===== src/rtl/brs_pkg.sv =====
package brs_pkg;

  typedef enum logic [2:0] {
    SQ_BOOT     = 3'd0,
    SQ_STATUS   = 3'd1,
    SQ_FETCH    = 3'd2,
    SQ_BUMP     = 3'd3,
    SQ_STORE    = 3'd4,
    SQ_FIRE     = 3'd5,
    SQ_PARK     = 3'd6,
    SQ_LAUNCHED = 3'd7
  } sq_state_e;

endpackage


===== src/rtl/brs_count_unit.sv =====
module brs_count_unit #(
  parameter int CNT_W     = 8,
  parameter int THRESHOLD = 3
) (
  input  logic             clk,
  input  logic             rst_n,
  input  logic             load,
  input  logic [CNT_W-1:0] load_val,
  input  logic             bump,
  input  logic             clear,
  output logic [CNT_W-1:0] count,
  output logic             at_limit
);

  localparam logic [CNT_W-1:0] CNT_MAX = '1;
  localparam logic [CNT_W-1:0] CNT_ONE = {{(CNT_W-1){1'b0}}, 1'b1};
  localparam logic [CNT_W-1:0] LIMIT   = CNT_W'(THRESHOLD);

  // saturating increment
  function automatic logic [CNT_W-1:0] sat_bump(input logic [CNT_W-1:0] v);
    return (v == CNT_MAX) ? v : v + CNT_ONE;
  endfunction

  function automatic logic limit_hit(input logic [CNT_W-1:0] v);
    return v >= LIMIT;
  endfunction

  logic [CNT_W-1:0] count_q;

  always_ff @(posedge clk or negedge rst_n) begin
    if (!rst_n)     count_q <= '0;
    else if (clear) count_q <= '0;
    else if (load)  count_q <= load_val;
    else if (bump)  count_q <= sat_bump(count_q);
  end

  assign count    = count_q;
  assign at_limit = limit_hit(count_q);

  // no wrap at the top
  p_no_wrap_r3: assert property (@(posedge clk) disable iff (!rst_n)
    (bump && !clear && !load && count_q == CNT_MAX) |=> count_q == CNT_MAX);

  // increment by one below the top
  p_bump_one_r2: assert property (@(posedge clk) disable iff (!rst_n)
    (bump && !clear && !load && count_q != CNT_MAX) |=> count_q == $past(count_q) + CNT_ONE);

  // clear gives zero
  p_clear_zero_r4: assert property (@(posedge clk) disable iff (!rst_n)
    clear |=> count_q == '0);

  // loaded byte becomes the working count
  p_load_copy_r9: assert property (@(posedge clk) disable iff (!rst_n)
    (load && !clear) |=> count_q == $past(load_val));

endmodule


===== src/rtl/brs_sequencer.sv =====
module brs_sequencer
  import brs_pkg::*;
(
  input  logic clk,
  input  logic rst_n,
  input  logic stat_valid,
  input  logic stat_err,
  input  logic nv_done,
  input  logic host_new_image,
  input  logic at_limit,
  output logic stat_req,
  output logic nv_rd_req,
  output logic nv_wr_req,
  output logic cfg_trigger,
  output logic halted,
  output logic cnt_load,
  output logic cnt_bump,
  output logic cnt_clear
);

  sq_state_e state_q, state_d;

  // named internal events
  logic ev_status_ok, ev_status_bad, ev_read_done, ev_write_done, ev_host_go;

  assign ev_status_ok  = (state_q == SQ_STATUS) && stat_valid && !stat_err;
  assign ev_status_bad = (state_q == SQ_STATUS) && stat_valid &&  stat_err;
  assign ev_read_done  = (state_q == SQ_FETCH)  && nv_done;
  assign ev_write_done = (state_q == SQ_STORE)  && nv_done;
  assign ev_host_go    = (state_q == SQ_PARK)   && host_new_image;

  always_comb begin
    state_d = state_q;
    unique case (state_q)
      SQ_BOOT:     state_d = SQ_STATUS;
      SQ_STATUS:   if (ev_status_bad) state_d = SQ_FETCH;
                   else if (ev_status_ok) state_d = SQ_STORE;
      SQ_FETCH:    if (ev_read_done) state_d = SQ_BUMP;
      SQ_BUMP:     state_d = SQ_STORE;
      SQ_STORE:    if (ev_write_done) state_d = at_limit ? SQ_PARK : SQ_FIRE;
      SQ_FIRE:     state_d = SQ_LAUNCHED;
      SQ_PARK:     if (ev_host_go) state_d = SQ_STORE;
      SQ_LAUNCHED: state_d = SQ_LAUNCHED;
      default:     state_d = SQ_BOOT;
    endcase
  end

  always_ff @(posedge clk or negedge rst_n) begin
    if (!rst_n) state_q <= SQ_BOOT;
    else        state_q <= state_d;
  end

  assign stat_req    = (state_q == SQ_STATUS);
  assign nv_rd_req   = (state_q == SQ_FETCH);
  assign nv_wr_req   = (state_q == SQ_STORE);
  assign cfg_trigger = (state_q == SQ_FIRE);
  assign halted      = (state_q == SQ_PARK);
  assign cnt_load    = ev_read_done;
  assign cnt_bump    = (state_q == SQ_BUMP);
  assign cnt_clear   = ev_status_ok || ev_host_go;

  // one request at a time
  p_single_req_r10: assert property (@(posedge clk) disable iff (!rst_n)
    $onehot0({stat_req, nv_rd_req, nv_wr_req, cfg_trigger}));

  // storage requests held until done
  p_hold_read_r10: assert property (@(posedge clk) disable iff (!rst_n)
    (nv_rd_req && !nv_done) |=> nv_rd_req);
  p_hold_write_r10: assert property (@(posedge clk) disable iff (!rst_n)
    (nv_wr_req && !nv_done) |=> nv_wr_req);

  // trigger is a single pulse following a completed write below the limit
  p_trig_pulse_r5: assert property (@(posedge clk) disable iff (!rst_n)
    cfg_trigger |=> !cfg_trigger);
  p_trig_after_write_r5: assert property (@(posedge clk) disable iff (!rst_n)
    cfg_trigger |-> $past(nv_wr_req && nv_done && !at_limit));

  // halting follows a completed write at the limit, never with a trigger
  p_halt_entry_r6: assert property (@(posedge clk) disable iff (!rst_n)
    $rose(halted) |-> $past(nv_wr_req && nv_done && at_limit));
  p_halt_no_trig_r6: assert property (@(posedge clk) disable iff (!rst_n)
    halted |-> !cfg_trigger);

  // the status request does not stay high after its answer
  p_status_once_r1: assert property (@(posedge clk) disable iff (!rst_n)
    (stat_req && stat_valid) |=> !stat_req);

endmodule


===== src/rtl/boot_retry_supervisor.sv =====
module boot_retry_supervisor #(
  parameter int CNT_W     = 8,
  parameter int THRESHOLD = 3
) (
  input  logic             clk,
  input  logic             rst_n,
  output logic             stat_req,
  input  logic             stat_valid,
  input  logic             stat_err,
  output logic             nv_rd_req,
  output logic             nv_wr_req,
  output logic [CNT_W-1:0] nv_wdata,
  input  logic [CNT_W-1:0] nv_rdata,
  input  logic             nv_done,
  output logic             cfg_trigger,
  input  logic             host_new_image,
  output logic             halted,
  output logic [CNT_W-1:0] retry_count
);

  logic             w_load, w_bump, w_clear, w_at_limit;
  logic [CNT_W-1:0] w_count;

  brs_sequencer u_seq (
    .clk            (clk),
    .rst_n          (rst_n),
    .stat_valid     (stat_valid),
    .stat_err       (stat_err),
    .nv_done        (nv_done),
    .host_new_image (host_new_image),
    .at_limit       (w_at_limit),
    .stat_req       (stat_req),
    .nv_rd_req      (nv_rd_req),
    .nv_wr_req      (nv_wr_req),
    .cfg_trigger    (cfg_trigger),
    .halted         (halted),
    .cnt_load       (w_load),
    .cnt_bump       (w_bump),
    .cnt_clear      (w_clear)
  );

  brs_count_unit #(.CNT_W(CNT_W), .THRESHOLD(THRESHOLD)) u_cnt (
    .clk      (clk),
    .rst_n    (rst_n),
    .load     (w_load),
    .load_val (nv_rdata),
    .bump     (w_bump),
    .clear    (w_clear),
    .count    (w_count),
    .at_limit (w_at_limit)
  );

  assign nv_wdata    = w_count;
  assign retry_count = w_count;

  // write data is the working count
  p_wdata_r9: assert property (@(posedge clk) disable iff (!rst_n)
    nv_wr_req |-> nv_wdata == retry_count);

endmodule


===== config.mk =====
export PLATFORM = sky130hd
export DESIGN_NAME = boot_retry_supervisor
export DESIGN_NICKNAME = d
export VERILOG_FILES = /design/src/rtl/brs_pkg.sv /design/src/rtl/brs_count_unit.sv /design/src/rtl/brs_sequencer.sv /design/src/rtl/boot_retry_supervisor.sv
export SDC_FILE = /design/constraint.sdc
export NUM_CORES = 1
export LEC_CHECK = 0
export BUFFER_PORTS_ARGS = -buffer_cell sky130_fd_sc_hd__buf_2
export CORE_MARGIN = 1.5
export CORE_UTILIZATION = 50
export CTS_BUF_LIST = sky130_fd_sc_hd__clkbuf_4
export DETAILED_ROUTE_END_ITERATION = 10
export GPL_TIMING_DRIVEN = 1
export PLACE_DENSITY = 0.82
export SLEW_MARGIN = 20
export SYNTH_ARGS = -nofsm -noshare
export SYNTH_HDL_FRONTEND = slang
export SYNTH_HIERARCHICAL = 1
export SYNTH_SLANG_ARGS = --single-unit

===== constraint.sdc =====
create_clock -name clk -period 2.2 [get_ports clk]
set_input_delay 0.55 -clock clk [delete_from_list [all_inputs] [get_ports clk]]
set_output_delay 0.55 -clock clk [all_outputs]
set_load 0.02 [all_outputs]

# Yosys cells after proc, flatten, opt, wreduce, memory -nomap -nowiden
# Index checks and enable logic that the tools add are counted.
classes:
  addsub: 1
  n_reduce_logical: 13
  mux: 11
  order_cmp: 1
  eq_ne: 13
ops:
  columns: ["operator", "count"]
  rows:
  - ["$mux W8", 4]
  - ["$pmux W3 S7", 1]
  - ["$mux W3", 5]
  - ["$eq A3 B3 Y1 const B", 4]
  - ["$add A8 B1 Y8 const B", 1]
  - ["$eq A8 B8 Y1 const B", 1]
  - ["$ge A8 B2 Y1 const B", 1]
  - ["$eq A3 B2 Y1 const B", 2]
  - ["$logic_and A1 B1 Y1", 6]
  - ["$ne A2 B1 Y1 const B", 3]
  - ["$ne A3 B1 Y1 const B", 2]
  - ["$reduce_and A4 Y1", 1]
  - ["$eq A3 B1 Y1 const B", 1]
  - ["$logic_not A3 Y1", 1]
  - ["$reduce_bool A3 Y1", 1]
  - ["$mux W2", 1]
  - ["$reduce_and A2 Y1", 1]
  - ["$reduce_or A2 Y1", 1]
  - ["$logic_not A1 Y1", 1]
  - ["$logic_or A1 B1 Y1", 1]
totals:
  inputBits: 14
  register_bits: 11
  output_inout_bits: 21

# Depth between registers and ports, before layout
# Gate-level depths: netlist (run 1).
depth:
  word_depth: 6
  mapped_depth: 9
  mapped_depth_nobuf: 7

# Cells and area by module
# The synthesis (run 1) kept the hierarchy.
by_module_without_submodules:
  columns: ["mod", "instances", "cells_each", "area_each_um2"]
  rows:
  - ["brs_count_unit", 1, 64, 576.8]
  - ["brs_sequencer", 1, 32, 251.5]
  - ["boot_retry_supervisor", 1, 8, 60.1]

# Worst setup path after synthesis (run 1)
# Ideal clock, no wire load.
synth_timing:
  path_kind: "register -> register"
  from: "register u_seq.state_q[0]"
  to: "register u_cnt.count_q[2] (netlist: u_cnt/count[2])"
  synth_period_minus_slack_ns: 2.019
  required_ns: 2.068
  t_arrival_ns: 1.887
  path_buffers: 0
  setup_ns: 0.132
  slack_ns: 0.181
  path_stages_with_launch: 8
  cell_sequence: "dfrtp_1 nand2b_1 nor2_1 and2_1 and4b_2 a22o_1 a221oi_1 nor2_1"
synth_via:
  word_cells_on_any_way: 14
synth_rtl:
  columns: ["item", "line_no", "source"]
  rows:
  - ["start: declaration", "brs_sequencer.sv:21", "sq_state_e state_q, state_d;"]
  - ["start signal: assignment", "brs_sequencer.sv:50", "else state_q <= state_d;"]
  - ["$eq A3 B2 Y1 *", null, null]
  - ["via nv_rd_req", "boot_retry_supervisor.sv:10", "output logic nv_rd_req,"]
  - ["$logic_and A1 B1 Y1 *", "brs_sequencer.sv:28", "assign ev_read_done = (state_q == SQ_FETCH) && nv_done;"]
  - ["via w_load", "boot_retry_supervisor.sv:21", "logic w_load, w_bump, w_clear, w_at_limit;"]
  - ["$ne A3 B1 Y1 (no line) (tied with other cells)", null, null]
  - ["$reduce_and A2 Y1 (no line) / $mux W8 (equally long branches)", null, null]
  - ["end signal: assignment", "brs_count_unit.sv:33", "else if (load) count_q <= load_val;"]
  - ["end signal: assignment", "brs_count_unit.sv:34", "else if (bump) count_q <= sat_bump(count_q);"]
  - ["end: declaration", "brs_count_unit.sv:28", "logic [CNT_W-1:0] count_q;"]
# The timed path passes the listed nets; every way through them passes the cells marked *.
# A chain may end at the register's enable or synchronous reset.

# Worst setup path in the final report (run 1)
layout_timing:
  from: "register u_seq.state_q[0]"
  to: "register u_cnt.count_q[2] (netlist: u_cnt/count[2])"
layout_via:
  word_cells_on_any_way: 14
layout_rtl:
  columns: ["item", "line_no"]
  rows:
  - ["$eq A3 B2 Y1 *", "brs_sequencer.sv:28"]
  - ["$logic_and A1 B1 Y1 *", "brs_sequencer.sv:28"]
  - ["via w_load", "boot_retry_supervisor.sv:21"]
  - ["$ne A3 B1 Y1 (no line) (tied with other cells)", null]
  - ["$reduce_and A2 Y1 (no line) / $mux W8 (equally long branches)", null]
# Marked as above.

==> flow_summary_export.csv, run 1 <==
group,metric,value,unit
min_path,hold_path_class,"in -> async",
floorplan,die-height,45.2,µm
power_and_ir_drop,p_leak,0.440,nW
route,initialDrtViolationCount,8,
global_route,gr-usage-all-layers,21.7,%
route,wirelength,2050,µm
setup_path,slowest_stage,"dfrtp_1",
global_route,overflow,0,
cells_and_area,diodes,0,
clocking,cts_tree,"done",
cells_and_area,final_cell_count_no_fill,148,
setup_path,crit_type,"reg -> reg",
floorplan,die_area,2040,µm²
timing,worstMarginPinSlew,732,ps
power_and_ir_drop,pwr-share-comb,5.1,%
timing,rsz0062_at_grt,"no",
global_route,antenna_found_initial,0,
setup_path,path_buf_inv,0,
floorplan,fp-row-count,15,
clocking,post_cts_buffers,0,
place,dp.cells,144,
clocking,cts_buffer_depth,2,
clocking,clkTransAtPathRegs,70,ps
setup_path,crit_path_max_incr_delay,440,ps
global_route,grt_first_pass_wirelength,3200,µm
route,drc,0,
logic_synthesis,synthCells,104,
floorplan,io_pins,35,
route,postRouteAntennaNets,0,
logic_synthesis,synth_area,888,µm²
timing,setup_viol,0,
place,dp_hpwl,1590,µm
clocking,cts_sinks,11,
logic_synthesis,ys_types,43,
place,gp_congestion,0.797,
setup_path,critPathRequiredTime,2330,ps
floorplan,die_w,45.2,µm
route,vias,871,
timing,tns,0,ps
setup_path,reg2reg_slack,220,ps
power_and_ir_drop,total_power,0.000371,W
status,status,"complete, no violations",
power_and_ir_drop,irDropWorstVdd,0.360,mV
timing,max_freq,504,MHz
route,drt_pass1_iterations,4,
global_route,grt_pass1_vias,736,
run,maxCapViolCount,0,
logic_synthesis,yosysWarningCount,6,
timing,fin_crit_sh,90.1,%
clocking,ctsHoldBuffers,0,
timing,max_slew_margin,50.9,%
route,via_per_inst,5.89,
global_route,grt_max_degree,12,
clocking,htreeDepth,1,
timing,min_period,1980,ps
clocking,clk_latency,270,ps
timing,fin_skew,2.01,ps
power_and_ir_drop,p_int,0.000294,W
route,wl_per_cell,13.8,µm
setup_path,cp_common_cell,"nor2_1",
setup_path,worstRegToRegCells,7,
setup_path,path_max_fanout,8,
logic_synthesis,ys_ff_latch,11,
setup_path,r2r_end,"u_cnt/count[2]",
power_and_ir_drop,clkPwrFrac,40.5,%
logic_synthesis,synth_nets,119,
timing,hold_violations,0,
setup_path,cp.arrival,2110,ps
power_and_ir_drop,pwr-share-seq,54.5,%
timing,drv_slew,0,
floorplan,initial_core_util,52.6,%
power_and_ir_drop,power.density,361,nW/µm²
cells_and_area,final_nets,147,
setup_path,cp_cell_sequence,"nand2b_1, nor2_1, and2_2, and4b_2, a22o_1, a221oi_1, nor2_1",
place,io_buffers,34,
logic_synthesis,ys_seq_area_share,31.0,%
setup_path,r2r-start,"u_seq/state_q[0]",
cells_and_area,drive_gt1_share,39.7,%
power_and_ir_drop,p_switching,0.0000769,W
setup_path,start_kind,"flip-flop",
power_and_ir_drop,swShare,20.7,%
logic_synthesis,avgSynthCellArea,8.54,µm²
clocking,root_buffer,"clkbuf_4",
setup_path,endpoint_kind,"flip-flop",
cells_and_area,area_growth,15.8,%
floorplan,core,1690,µm²
setup_path,crit_family,"simple AND/OR/NAND/NOR gates",
clocking,cts_buffers,3,
synth_stat cells, drive strengths merged:
cell type / n / area (µm²)
nor3b: 2 / 15.0
nor4b: 1 / 8.76
xnor2: 2 / 17.5
o21a: 1 / 7.51
a22o: 1 / 8.76
a31oi: 3 / 18.8
nand2b: 3 / 18.8
mux2i: 2 / 20.0
o221a: 1 / 11.3
nor2b: 1 / 6.26
buf: 13 / 98.8
ha: 1 / 12.5
a221oi: 1 / 8.76
nand2: 11 / 41.3
nor2: 10 / 37.5
nand3b: 3 / 22.5
o311ai: 2 / 17.5
or3: 1 / 6.26
and4: 1 / 11.3
and2b: 1 / 8.76
and4b: 1 / 11.3
nor3: 1 / 5.00
nor4: 2 / 12.5
nand3: 3 / 15.0
inv: 4 / 17.5
o21ai: 4 / 20.0
and2: 2 / 12.5
a211oi: 3 / 32.5
a2111oi: 1 / 8.76
dfrtp: 11 / 275
and3: 1 / 11.3
a21o: 1 / 8.76
o41ai: 1 / 8.76
a21oi: 6 / 33.8
nand4: 1 / 6.26
mux2: 1 / 11.3
power groups by stage:
stage               Clock [W]  Combinational [W]  Sequential, W
floorplan                   0         0.00000221       0.000206
global placement            0          0.0000187       0.000206
detailed placement          0          0.0000192       0.000206
CTS                  0.000157          0.0000193       0.000202
global route         0.000166          0.0000214       0.000202
finish               0.000150          0.0000188       0.000202
through the flow:
| stage | utilization, % | area [µm²] | hold WS [ps] | setup slack, ps |
|---|---|---|---|---|
| finish | 60.9 | 1030 | 135 | 218 |
| global route | 60.9 | 1030 | 143 | 81.4 |
| CTS | 60.7 | 1030 | 135 | 142 |
| detailed placement | 59.0 | 996 | 433 | 154 |
| global placement | 59.0 | 996 | 434 | 188 |
| floorplan | - | 888 | 254 | 181 |
cell type report:
cell class	instances	area [µm²]
Fill cell	156	661
Multi-Input combinational cell	76	498
Sequential cell	11	277
Timing Repair Buffer	36	185
Clock buffer	4	30.0
Tap cell	17	21.3
Inverter	4	17.5
cell families (layout without fill, tap and decap cells):
group                      after synthesis  in the layout  synth area share [%]
AOI/OAI and AO/OA                       25             25                  20.8
xor gates and xnor gates                 2              2                  1.97
muxes                                    3              3                  3.52
adders and majority gates                1              1                  1.41
buffers and inverters                   17             44                  13.1
DFF                                     11             11                  31.0
and+or+nand+nor                         45             45                  28.2
worst max-delay path by stage:
| stage | startpoint | endpoint | slack, ps | cells after the start |
|---|---|---|---|---|
| after floorplan | u_seq/state_q[0] | u_cnt/count[2] | 180 | 7 |
| after global placement | u_seq/state_q[1] | u_cnt/count[2] | 190 | 7 |
| after detailed placement | u_seq/state_q[0] | u_cnt/count[2] | 150 | 7 |
| after CTS | u_seq/state_q[0] | u_cnt/count[2] | 140 | 7 |
| after global routing | u_seq/state_q[0] | u_cnt/count[2] | 80 | 7 |
| final | u_seq/state_q[0] | u_cnt/count[2] | 220 | 7 |
sequential cells by signal (all words and copies together) (netlist names):
register	flops
u_cnt/count	8
u_seq/state_q	3
per-layer routing:
metal / global-route usage, % / routed length [µm] / vias up
met1: 26.3 / 856 / 417
met2: 37.7 / 1050 / 32
met3: 6.00 / 125 / 2
met4: 5.29 / 19 / 0
met5: 0 / 0 / -
li1: - / - / 420
cells in the final DEF (no fill, tap or decap), drive strengths merged, types with 2 or more instances in the layout:
cell type  synthesis  layout
nand3b             3       3
mux2i              2       2
nor4               2       2
a31oi              3       3
o311ai             2       2
a211oi             3       3
xnor2              2       2
o21ai              4       4
nand2b             3       3
nand2             11      11
clkbuf             0       4
a21oi              6       6
nor2              10      10
dfrtp             11      11
buf               13      36
inv                4       4
nor3b              2       2
nand3              3       3
and2               2       2
what timing repair did:
action / in CTS / in global routing
endpoints found under the hold margin: 0 / 0
gates resized for setup: 0 / 2
setup endpoints to repair: 0 / 1
Note: power is estimated with default switching activity, not from simulation.
==> run 2, diff against run 1 <==
Settings changed: BUFFER_PORTS_ARGS -buffer_cell sky130_fd_sc_hd__buf_2 to -buffer_cell sky130_fd_sc_hd__clkbuf_2.
==> run 2 against run 1 <==
Non-clock buffer count up 2. Clock-buffer cell count unchanged. Setup slack worse by 58 ps. Core utilization up 0.74 points. Largest power group unchanged.
==> flow_summary_export.csv, run 2 (same netlist as run 1, synthesis figures left out) <==
group,metric,value,unit
run,maxCapViolCount,0,
place,dp.cells,146,
floorplan,fp-row-count,15,
cells_and_area,diodes,0,
timing,tns,0,ps
route,wl_per_cell,13.0,µm
power_and_ir_drop,p_leak,0.460,nW
route,via_per_inst,5.79,
timing,fin_skew,4.78,ps
power_and_ir_drop,p_int,0.000294,W
timing,rsz0062_at_grt,"no",
power_and_ir_drop,pwr-share-comb,5.1,%
clocking,cts_buffers,3,
cells_and_area,largest_reg_flops,8,
setup_path,endpoint_kind,"flip-flop",
setup_path,critPathRequiredTime,2350,ps
power_and_ir_drop,power.density,362,nW/µm²
cells_and_area,final_cell_count_no_fill,150,
setup_path,r2r-start,"u_seq/state_q[0]",
cells_and_area,drive_gt1_share,39.1,%
setup_path,reg2reg_slack,160,ps
power_and_ir_drop,pwr-share-seq,53.7,%
floorplan,die_w,45.2,µm
setup_path,crit_type,"reg -> reg",
timing,worst_slack,160,ps
floorplan,core,1690,µm²
setup_path,worstSetupEndpoint,"u_cnt/count[2]",
global_route,overflow,0,
timing,max_slew_margin,77.4,%
timing,worstMarginPinSlew,330,ps
cells_and_area,final_nets,149,
power_and_ir_drop,irDropWorstVdd,0.256,mV
setup_path,worstRegToRegCells,7,
clocking,post_cts_buffers,0,
place,pre_cts_slack,218,ps
timing,hold_violations,0,
setup_path,r2r_end,"u_cnt/count[2]",
cells_and_area,layout_common_cells,"clkbuf_2 (34), nand2_1 (11), dfrtp_1 (11), nor2_1 (10), a21oi_1 (5)",
place,gp_congestion,0.822,
clocking,cts_resized,0,
timing,drv_slew,0,
floorplan,die_area,2040,µm²
global_route,grt_first_pass_wirelength,2980,µm
power_and_ir_drop,clkPwrFrac,41.2,%
setup_path,startpoint,"u_seq/state_q[0]",
clocking,htreeDepth,1,
clocking,ctsHoldBuffers,0,
clocking,cts_sinks,11,
route,vias,868,
route,initialDrtViolationCount,27,
place,io_buffers,34,
setup_path,cp.arrival,2190,ps
global_route,grt_pass1_vias,686,
clocking,cts_buffer_depth,2,
timing,min_period,2040,ps
clocking,clkTransAtPathRegs,80,ps
route,postRouteAntennaNets,0,
route,drt_pass1_iterations,4,
place,dp_hpwl,1500,µm
floorplan,die-height,45.2,µm
clocking,cts_tree,"done",
clocking,clk_latency,270,ps
route,drc,0,
timing,setup_viol,0,
min_path,hold_path_class,"in -> async",
global_route,grt_max_degree,12,
route,wirelength,1960,µm
status,status,"complete, no violations",
cells_and_area,area_growth,17.2,%
global_route,gr-usage-all-layers,20.3,%
floorplan,initial_core_util,52.6,%
setup_path,start_kind,"flip-flop",
global_route,antenna_found_initial,0,
cells_and_area,final_common_cell,"clkbuf_2",
timing,max_freq,490,MHz
power_and_ir_drop,p_switching,0.0000825,W
clocking,root_buffer,"clkbuf_4",
floorplan,io_pins,35,
power_and_ir_drop,swShare,21.9,%
timing,fin_crit_sh,92.7,%
setup_path,path_max_fanout,8,
[run 2: changes by cell type in the layout (fill, tap and decap cells not counted)]
cell / change
buf_2: -34
clkbuf_2: +34
buf_4: +2
and2_1: +1
and2_2: -1
dfrtp_1: +1
dfrtp_2: -1
o21ai_0: +1
o21ai_1: -1
[run 2: through the flow]
stage          hold WS (ps)  total power, W  cell area, µm²  util, %
4_1_cts                 146        0.000383            1040     61.6
2_1_floorplan           254        0.000208             888        -
6_report                149        0.000376            1040     61.6
3_3_place_gp            443        0.000225            1010     59.9
5_1_grt                 144        0.000397            1040     61.6
3_5_place_dp            447        0.000226            1010     59.9
[run 2: worst min path at each step]
stage	end	slack, ps	cells after the start
floorplan	u_cnt/count[0]	250	0
global placement	u_cnt/count[5]	440	1
detailed placement	u_cnt/count[6]	450	1
CTS	u_cnt/count[6]	150	1
global route	u_cnt/count[4]	140	1
finish	u_cnt/count[5]	150	1
[run 2: final cells by class]
class                           instances  area (µm²)
Sequential cell                        11         275
Timing Repair Buffer                   38         200
Clock buffer                            4        30.0
Tap cell                               17        21.3
Inverter                                4        17.5
Multi-Input combinational cell         76         497
Fill cell                             163         648
[run 2: routing by layer]
metal / vias to the layer above / global-route usage (%) / routed length [µm]
li1: 429 / - / -
met5: - / 0 / 0
met1: 404 / 27.1 / 888
met2: 33 / 32.0 / 936
met4: 0 / 10.6 / 12
met3: 2 / 2.40 / 118
[run 2: worst max-delay path: stages (launching register included)]
cell and delay (ps):
dfrtp_1 450, nand2b_1 200, nor2_1 150, and2_1 290, and4b_2 260, a22o_1 250, a221oi_1 260, nor2_1 60
[run 2: power by group through the flow]
stage | registers, W | clock network [W] | logic (W)
after global routing | 0.000202 | 0.000173 | 0.0000215
after floorplan | 0.000206 | 0 | 0.00000221
final | 0.000202 | 0.000155 | 0.0000193
after global placement | 0.000206 | 0 | 0.0000189
after CTS | 0.000202 | 0.000161 | 0.0000197
after detailed placement | 0.000206 | 0 | 0.0000196
